<file path="config.mk">
export PLATFORM = sky130hd
export DESIGN_NAME = cmd_word_decoder
export DESIGN_NICKNAME = d
export VERILOG_FILES = /design/src/rtl/cmd_dec_pkg.sv /design/src/rtl/cmd_frame_asm.sv /design/src/rtl/cmd_exec.sv /design/src/rtl/dev_rst_gen.sv /design/src/rtl/cmd_word_decoder.sv
export SDC_FILE = /design/constraint.sdc
export NUM_CORES = 1
export LEC_CHECK = 0
export ABC_AREA = 1
export CORE_ASPECT_RATIO = 0.6
export CORE_MARGIN = 4
export CORE_UTILIZATION = 27
export CTS_BUF_LIST = sky130_fd_sc_hd__clkbuf_4 sky130_fd_sc_hd__clkbuf_8
export CTS_CLUSTER_SIZE = 20
export DETAILED_ROUTE_END_ITERATION = 16
export SLEW_MARGIN = 0
export SYNTH_ARGS = -nofsm -noshare
export SYNTH_HDL_FRONTEND = slang
export SYNTH_SLANG_ARGS = --single-unit
</file>
<file path="constraint.sdc">
create_clock -name clk_i -period 3.63 [get_ports clk_i]
set_input_delay 0.726 -clock clk_i [delete_from_list [all_inputs] [get_ports clk_i]]
set_output_delay 0.726 -clock clk_i [all_outputs]
set_load 0.02 [all_outputs]
</file>
<file path="src/rtl/cmd_dec_pkg.sv">
package cmd_dec_pkg;
  localparam int BYTE_W    = 8;
  localparam int CMD_BYTES = 4;
  localparam int ADDR_W    = 20;
  localparam int NUM_ADDR  = 3;

  typedef enum logic [BYTE_W-1:0] {
    OP_RST   = 8'h01,
    OP_TEST  = 8'h02,
    OP_CFG   = 8'h04,
    OP_RDBK  = 8'h05,
    OP_SCRUB = 8'h06,
    OP_INJ   = 8'h0E,
    OP_LO    = 8'h79,
    OP_HI    = 8'h7A,
    OP_END   = 8'h7B,
    OP_DL    = 8'h81,
    OP_CTRL  = 8'h89,
    OP_MASK  = 8'h8A,
    OP_DIV   = 8'hA0
  } op_e;

  typedef struct packed {
    logic [BYTE_W-1:0] op;
    logic [BYTE_W-1:0] d0;
    logic [BYTE_W-1:0] d1;
    logic [BYTE_W-1:0] d2;
  } cmd_word_t;
endpackage

</file>
<file path="src/rtl/cmd_frame_asm.sv">
module cmd_frame_asm
  import cmd_dec_pkg::*;
#(
  parameter int TIMEOUT = 65536
) (
  input  logic              clk_i,
  input  logic              rst_ni,
  input  logic              byte_vld_i,
  input  logic [BYTE_W-1:0] byte_i,
  output logic              word_vld_o,
  output cmd_word_t         word_o
);
  localparam int CNT_W  = $clog2(CMD_BYTES);
  localparam int HOLD_N = CMD_BYTES - 1;
  localparam int TO_W   = $clog2(TIMEOUT + 1);
  localparam logic [CNT_W-1:0] LAST = CNT_W'(CMD_BYTES - 1);
  localparam logic [TO_W-1:0]  TO_LIM = TO_W'(TIMEOUT - 1);

  logic [CNT_W-1:0]  cnt_q;
  logic [TO_W-1:0]   idle_q;
  logic [BYTE_W-1:0] hold_q [HOLD_N];

  assign word_vld_o = byte_vld_i && (cnt_q == LAST);
  assign word_o     = {hold_q[0], hold_q[1], hold_q[2], byte_i};

  always_ff @(posedge clk_i or negedge rst_ni) begin
    if (!rst_ni) begin
      cnt_q  <= '0;
      idle_q <= '0;
      for (int i = 0; i < HOLD_N; i++) hold_q[i] <= '0;
    end else if (byte_vld_i) begin
      idle_q <= '0;
      if (cnt_q == LAST) begin
        cnt_q <= '0;
      end else begin
        hold_q[cnt_q[1:0]] <= byte_i;
        cnt_q <= cnt_q + CNT_W'(1);
      end
    end else if (cnt_q != '0) begin
      // stalled partial word: drop after TIMEOUT empty edges
      if (idle_q == TO_LIM) begin
        cnt_q  <= '0;
        idle_q <= '0;
      end else begin
        idle_q <= idle_q + TO_W'(1);
      end
    end
  end
endmodule

</file>
<file path="src/rtl/cmd_exec.sv">
module cmd_exec
  import cmd_dec_pkg::*;
#(
  parameter logic [BYTE_W-1:0] DIV_RST = 8'h01,
  parameter logic [ADDR_W-1:0] LO_RST  = 20'h00800,
  parameter logic [ADDR_W-1:0] HI_RST  = 20'h70000,
  parameter logic [ADDR_W-1:0] END_RST = 20'hFFFFF,
  parameter logic [BYTE_W-1:0] CTRL_B0 = 8'h01,
  parameter logic [BYTE_W-1:0] MASK_B0 = 8'hFF
) (
  input  logic                clk_i,
  input  logic                rst_ni,
  input  logic                word_vld_i,
  input  cmd_word_t           word_i,
  input  logic                cfg_done_i,
  output logic                rst_req_o,
  output logic                test_start_o,
  output logic                cfg_start_o,
  output logic                dl_start_o,
  output logic                scrub_on_o,
  output logic                rdbk_on_o,
  output logic                inj_on_o,
  output logic                bad_op_o,
  output logic [BYTE_W-1:0]   div_o,
  output logic [ADDR_W-1:0]   hi_o,
  output logic [ADDR_W-1:0]   lo_o,
  output logic [ADDR_W-1:0]   end_o,
  output logic [4*BYTE_W-1:0] ctrl_o,
  output logic [4*BYTE_W-1:0] mask_o
);
  localparam int REG_W = 3 * BYTE_W;
  localparam int NIB_W = ADDR_W - 2 * BYTE_W;
  localparam logic [BYTE_W-1:0] ADDR_OP  [NUM_ADDR] = '{OP_HI, OP_LO, OP_END};
  localparam logic [ADDR_W-1:0] ADDR_RST [NUM_ADDR] = '{HI_RST, LO_RST, END_RST};

  logic [NUM_ADDR*ADDR_W-1:0] addr_flat;
  logic scrub_q, rdbk_q, inj_q;
  logic rst_p, test_p, cfg_p, dl_p, bad_p;
  logic [BYTE_W-1:0] div_q;
  logic [REG_W-1:0]  ctrl_q, mask_q;

  function automatic logic op_known(input logic [BYTE_W-1:0] op);
    case (op)
      OP_RST, OP_TEST, OP_CFG, OP_RDBK, OP_SCRUB, OP_INJ, OP_LO, OP_HI,
      OP_END, OP_DL, OP_CTRL, OP_MASK, OP_DIV: return 1'b1;
      default: return 1'b0;
    endcase
  endfunction

  for (genvar k = 0; k < NUM_ADDR; k++) begin : g_addr
    logic [ADDR_W-1:0] q;
    always_ff @(posedge clk_i or negedge rst_ni) begin
      if (!rst_ni) q <= ADDR_RST[k];
      else if (word_vld_i && word_i.op == ADDR_OP[k])
        q <= {word_i.d0[NIB_W-1:0], word_i.d1, word_i.d2};
    end
    assign addr_flat[k*ADDR_W +: ADDR_W] = q;
  end

  always_ff @(posedge clk_i or negedge rst_ni) begin
    if (!rst_ni) begin
      {rst_p, test_p, cfg_p, dl_p, bad_p} <= '0;
      {scrub_q, rdbk_q, inj_q} <= '0;
      div_q  <= DIV_RST;
      ctrl_q <= '0;
      mask_q <= '0;
    end else begin
      {rst_p, test_p, cfg_p, dl_p, bad_p} <= '0;
      if (word_vld_i) begin
        if (!op_known(word_i.op)) bad_p <= 1'b1;
        case (word_i.op)
          OP_RST: begin
            rst_p <= 1'b1;
            {scrub_q, rdbk_q, inj_q} <= '0;
          end
          OP_TEST:  test_p <= 1'b1;
          OP_CFG:   cfg_p  <= 1'b1;
          OP_DL:    dl_p   <= 1'b1;
          OP_SCRUB: if (cfg_done_i) scrub_q <= 1'b1;
          OP_RDBK:  rdbk_q <= 1'b1;
          OP_INJ:   inj_q  <= 1'b1;
          OP_DIV:   div_q  <= word_i.d0;
          OP_CTRL:  ctrl_q <= {word_i.d2, word_i.d1, word_i.d0};
          OP_MASK:  mask_q <= {word_i.d2, word_i.d1, word_i.d0};
          default: ;
        endcase
      end
    end
  end

  assign rst_req_o    = rst_p;
  assign test_start_o = test_p;
  assign cfg_start_o  = cfg_p;
  assign dl_start_o   = dl_p;
  assign bad_op_o     = bad_p;
  assign scrub_on_o   = scrub_q;
  assign rdbk_on_o    = rdbk_q;
  assign inj_on_o     = inj_q & scrub_q;
  assign div_o        = div_q;
  assign hi_o         = addr_flat[0*ADDR_W +: ADDR_W];
  assign lo_o         = addr_flat[1*ADDR_W +: ADDR_W];
  assign end_o        = addr_flat[2*ADDR_W +: ADDR_W];
  assign ctrl_o       = {ctrl_q, CTRL_B0};
  assign mask_o       = {mask_q, MASK_B0};

  assert_pulse_after_word_R1: assert property (@(posedge clk_i) disable iff (!rst_ni)
    (rst_p | test_p | cfg_p | dl_p | bad_p) |-> $past(word_vld_i));
  assert_pulse_onehot_R2: assert property (@(posedge clk_i) disable iff (!rst_ni)
    $onehot0({rst_p, test_p, cfg_p, dl_p, bad_p}));
  assert_test_single_R2: assert property (@(posedge clk_i) disable iff (!rst_ni)
    test_p |=> !test_p);
  assert_scrub_gate_R4: assert property (@(posedge clk_i) disable iff (!rst_ni)
    $rose(scrub_q) |-> $past(cfg_done_i));
  assert_inj_rise_R6: assert property (@(posedge clk_i) disable iff (!rst_ni)
    $rose(inj_on_o) |-> $past(word_vld_i));
  assert_addr_stable_R8: assert property (@(posedge clk_i) disable iff (!rst_ni)
    !$past(word_vld_i) |-> $stable(addr_flat));
  assert_badop_single_R11: assert property (@(posedge clk_i) disable iff (!rst_ni)
    bad_p |=> !bad_p);
endmodule

</file>
<file path="src/rtl/dev_rst_gen.sv">
module dev_rst_gen #(
  parameter int RST_CYCLES = 4
) (
  input  logic clk_i,
  input  logic rst_ni,
  input  logic req_i,
  output logic dev_rst_no
);
  localparam int CW = $clog2(RST_CYCLES + 1);
  localparam int RW = $clog2(RST_CYCLES + 2);
  localparam int MIN_LOW = 3;

  logic [CW-1:0] cnt_q;
  logic [RW-1:0] low_run_q;

  always_ff @(posedge clk_i or negedge rst_ni) begin
    if (!rst_ni)           cnt_q <= '0;
    else if (req_i)        cnt_q <= CW'(RST_CYCLES);
    else if (cnt_q != '0)  cnt_q <= cnt_q - CW'(1);
  end

  assign dev_rst_no = (cnt_q == '0);

  // run length of the low phase, for the checker only
  always_ff @(posedge clk_i or negedge rst_ni) begin
    if (!rst_ni)                          low_run_q <= '0;
    else if (dev_rst_no)                  low_run_q <= '0;
    else if (low_run_q != {RW{1'b1}})     low_run_q <= low_run_q + RW'(1);
  end

  assert_rst_len_R3: assert property (@(posedge clk_i) disable iff (!rst_ni)
    $rose(dev_rst_no) |-> (int'(low_run_q) >= MIN_LOW));
endmodule

</file>
<file path="src/rtl/cmd_word_decoder.sv">
module cmd_word_decoder
  import cmd_dec_pkg::*;
#(
  parameter int TIMEOUT    = 65536,
  parameter int RST_CYCLES = 4
) (
  input  logic        clk_i,
  input  logic        rst_ni,
  input  logic        rx_vld_i,
  input  logic [7:0]  rx_byte_i,
  input  logic        cfg_done_i,
  output logic        dev_rst_no,
  output logic        test_start_o,
  output logic        cfg_start_o,
  output logic        dl_start_o,
  output logic        scrub_on_o,
  output logic        rdbk_on_o,
  output logic        inj_on_o,
  output logic        bad_op_o,
  output logic [7:0]  clk_div_o,
  output logic [19:0] inj_hi_o,
  output logic [19:0] inj_lo_o,
  output logic [19:0] scrub_end_o,
  output logic [31:0] ctrl_o,
  output logic [31:0] mask_o
);
  logic      word_vld;
  cmd_word_t word;
  logic      rst_req;

  cmd_frame_asm #(.TIMEOUT(TIMEOUT)) u_asm (
    .clk_i      (clk_i),
    .rst_ni     (rst_ni),
    .byte_vld_i (rx_vld_i),
    .byte_i     (rx_byte_i),
    .word_vld_o (word_vld),
    .word_o     (word)
  );

  cmd_exec u_exec (
    .clk_i        (clk_i),
    .rst_ni       (rst_ni),
    .word_vld_i   (word_vld),
    .word_i       (word),
    .cfg_done_i   (cfg_done_i),
    .rst_req_o    (rst_req),
    .test_start_o (test_start_o),
    .cfg_start_o  (cfg_start_o),
    .dl_start_o   (dl_start_o),
    .scrub_on_o   (scrub_on_o),
    .rdbk_on_o    (rdbk_on_o),
    .inj_on_o     (inj_on_o),
    .bad_op_o     (bad_op_o),
    .div_o        (clk_div_o),
    .hi_o         (inj_hi_o),
    .lo_o         (inj_lo_o),
    .end_o        (scrub_end_o),
    .ctrl_o       (ctrl_o),
    .mask_o       (mask_o)
  );

  dev_rst_gen #(.RST_CYCLES(RST_CYCLES)) u_rst (
    .clk_i      (clk_i),
    .rst_ni     (rst_ni),
    .req_i      (rst_req),
    .dev_rst_no (dev_rst_no)
  );
endmodule

</file>
==> flow_summary.ini <==
[place]
dpl_worst_slack_ps = 720
hpwl_microns = 14200
placement.cell_area_sq_mm = 0.00870
gp_congestion = 0.826
io_buffers = 135

[sta]
period_minus_slack_ps = 2740
relSlewSlack_pct = 48.3
slew_viol_final = 0
layout_worst_path_cycle_share_pct = 75.4
fin_ws_ps = 893
max_clock_freq_mhz = 365
clock_skew_ps = 16.1
setup_viol = 0
hold_viol = 0
finalSetupTns_ps = 0
rsz0062_at_grt = false
tightest_slew_ps = 776
holdWs_ps = 283

[clock_tree]
cts.sinks = 170
insertion_delay_ps = 470
max-clock-path-buffers = 2
post_cts_buffers = 0
cts-buffers-inserted = 17
cts_tree = yes
cts_root_buffer = clkbuf_8
htreeDepth = 4
cts_resized = 0
cts_hold_buf = 0
clkTransAtPathRegs_ps = 90

[grt]
antenna_found_initial = 0
track_usage_pct = 14.1
grt_start_max_net_pins = 77
grt_overflow_total = 0
grt_pass1_wl_microns = 31200
grt_pass1_vias = 5195

[yosys]
synthFlopType = dfrtp_1
synthAdderAreaFrac_pct = 1.25
synth.distinct_cells = 30
synth_top_family_by_area = simple AND/OR/NAND/NOR gates
syn_area_per_cell_sq_um = 9.49
netlist_area_sq_mm = 0.00703
synth-edff-count = 0
synth_compound_area_share_pct = 12.6
yosys.area_share.simple_pct = 16.5
ys_ff_latch = 170
synth_cells = 741
synth_xor_xnor_area_share_pct = 0.996
yosysSeqAreaShare_pct = 60.9
muxShareOfSynthArea_pct = 0
synthArstFlopShare_pct = 100
yosysWarnings = 0

[detailed_routing]
routedWlPerCell_microns = 16.1
vias = 5290
drtAntennaViolNets = 0
routed_via_density = 4.26
dr.pass1.iters = 5
routed_wl_microns = 19900
drc = 0
first_iter_violations = 395

[critical_path]
critPathKind = flip-flop to output pin
cp_slowest_cell = clkdlybuf4s50_1
path_delay_family = buffers and inverters
cp-end-kind = output pin
cpMostUsedCell = inv_1
cp_cell_sequence = inv_1 > ha_1 > inv_1 > nor2_1 > clkdlybuf4s50_1
setup.worst_path.start_class = flip-flop
crit_buf_inv = 3
path_max_fanout = 4
crit_required_ps = 2900
max_stage_delay_ps = 680
worstPathArrival_ps = 2010

[floorplan]
core_area_sq_mm = 0.0254
fp.dieH_microns = 133
rows = 45
dieArea_sq_mm = 0.0288
fp.dieW_microns = 216
io_pins = 152
initial_core_util_pct = 27.6

[cells_and_area]
final_common_cell = nand2_1
nets = 895
drive_gt1_share_pct = 9.45
fin_area_sq_mm = 0.00909
layout_common_cells = nand2_1 (205), dfrtp_1 (145), clkdlybuf4s50_1 (134)
antenna_cells = 0
area_growth_pct = 29.3

[power]
cellLeakagePower_nw = 4.00
power.total_mw = 5.10
vdd_drop_max_v = 0.000269
p_per_area_mw_per_mm2 = 561

[hold_path]
hold_path.class = input pin to asynchronous set/reset pin

[status]
status = completed

[flow_run]
cap_violations = 0
flip-flops by register name (all words and copies together), names as in the netlist:
register             flops
u_exec.dl_start_o        1
u_exec.rst_req_o         1
u_asm.word_o            24
u_asm.idle_q            17
u_exec.ctrl_q           24
u_exec.lo_o             20
u_exec.rdbk_on_o         1
u_exec.cfg_start_o       1
u_rst.cnt_q              3
u_exec.end_o            20
u_asm.cnt_q              2
u_exec.inj_q             1
u_exec.test_start_o      1
u_exec.hi_o             20
u_exec.scrub_on_o        1
u_exec.div_o             8
u_exec.bad_op_o          1
u_exec.mask_q           24
kinds of logic (layout without fill, tap and decap cells):
group                      Yosys count  count (layout)
other                                2              16
AOI/OAI and AO/OA                  156             156
buffers and inverters              111             245
DFF                                170             170
and+or+nand+nor                    287             287
adders and majority gates            7               7
xor gates and xnor gates             8               8
worst paths after layout:
check,start,to,slack [ps],depth (start not counted)
setup / recovery,u_rst.cnt_q[0],dev_rst_no,890,5
hold / removal,rst_ni,u_exec.mask_q[3],280,1
setup reg to reg,u_asm.cnt_q[0],u_exec.ctrl_q[6],1460,6
hold reg to reg,u_exec.end_o[19],u_exec.end_o[19],480,2
max in group asynchronous,rst_ni,u_exec.lo_o[0],2440,2
min in group clk_i,u_exec.end_o[19],u_exec.end_o[19],480,2
layout make-up:
type / count / area (sq um)
inverters: 67 / 251
fillers: 2605 / 16400
well taps: 352 / 440
repair buffers: 146 / 1450
clock buffers: 19 / 262
clock inverters: 13 / 133
multi-input cells: 474 / 2270
flip-flops and latches: 170 / 4290
report_power, final:
group / internal [mW] / switching (mW)
Sequential: 2.19 / 0.198
Combinational: 0.486 / 0.866
Clock: 0.597 / 0.761
layer usage:
metal  global-route usage (%)  up-vias  share of wire (%)
met3                     5.67       12                7.9
met2                     18.7      134                 39
met4                     2.98        0               0.86
met5                        0        -                  0
li1                         -     2604                  -
met1                     21.5     2540                 53
through the flow:
step                      util [%]  std cells
after global routing          35.7       1241
after floorplan                  -        755
final                         35.7       1241
after CTS                     35.7       1241
after detailed placement      34.2       1209
after global placement        34.2       1209
synth_stat cells, types with 9 or more instances:
master	instances	area (sq um)
o21ai_0	98	490
o21a_1	32	240
o21ai_1	17	85.1
nand3_1	22	110
buf_2	9	45.0
clkbuf_1	11	41.3
inv_1	65	244
dfrtp_1	145	3630
nor2_1	43	161
dfstp_2	25	657
buf_4	17	128
nand2_1	205	769
Note: power is estimated with default switching activity, not from simulation.
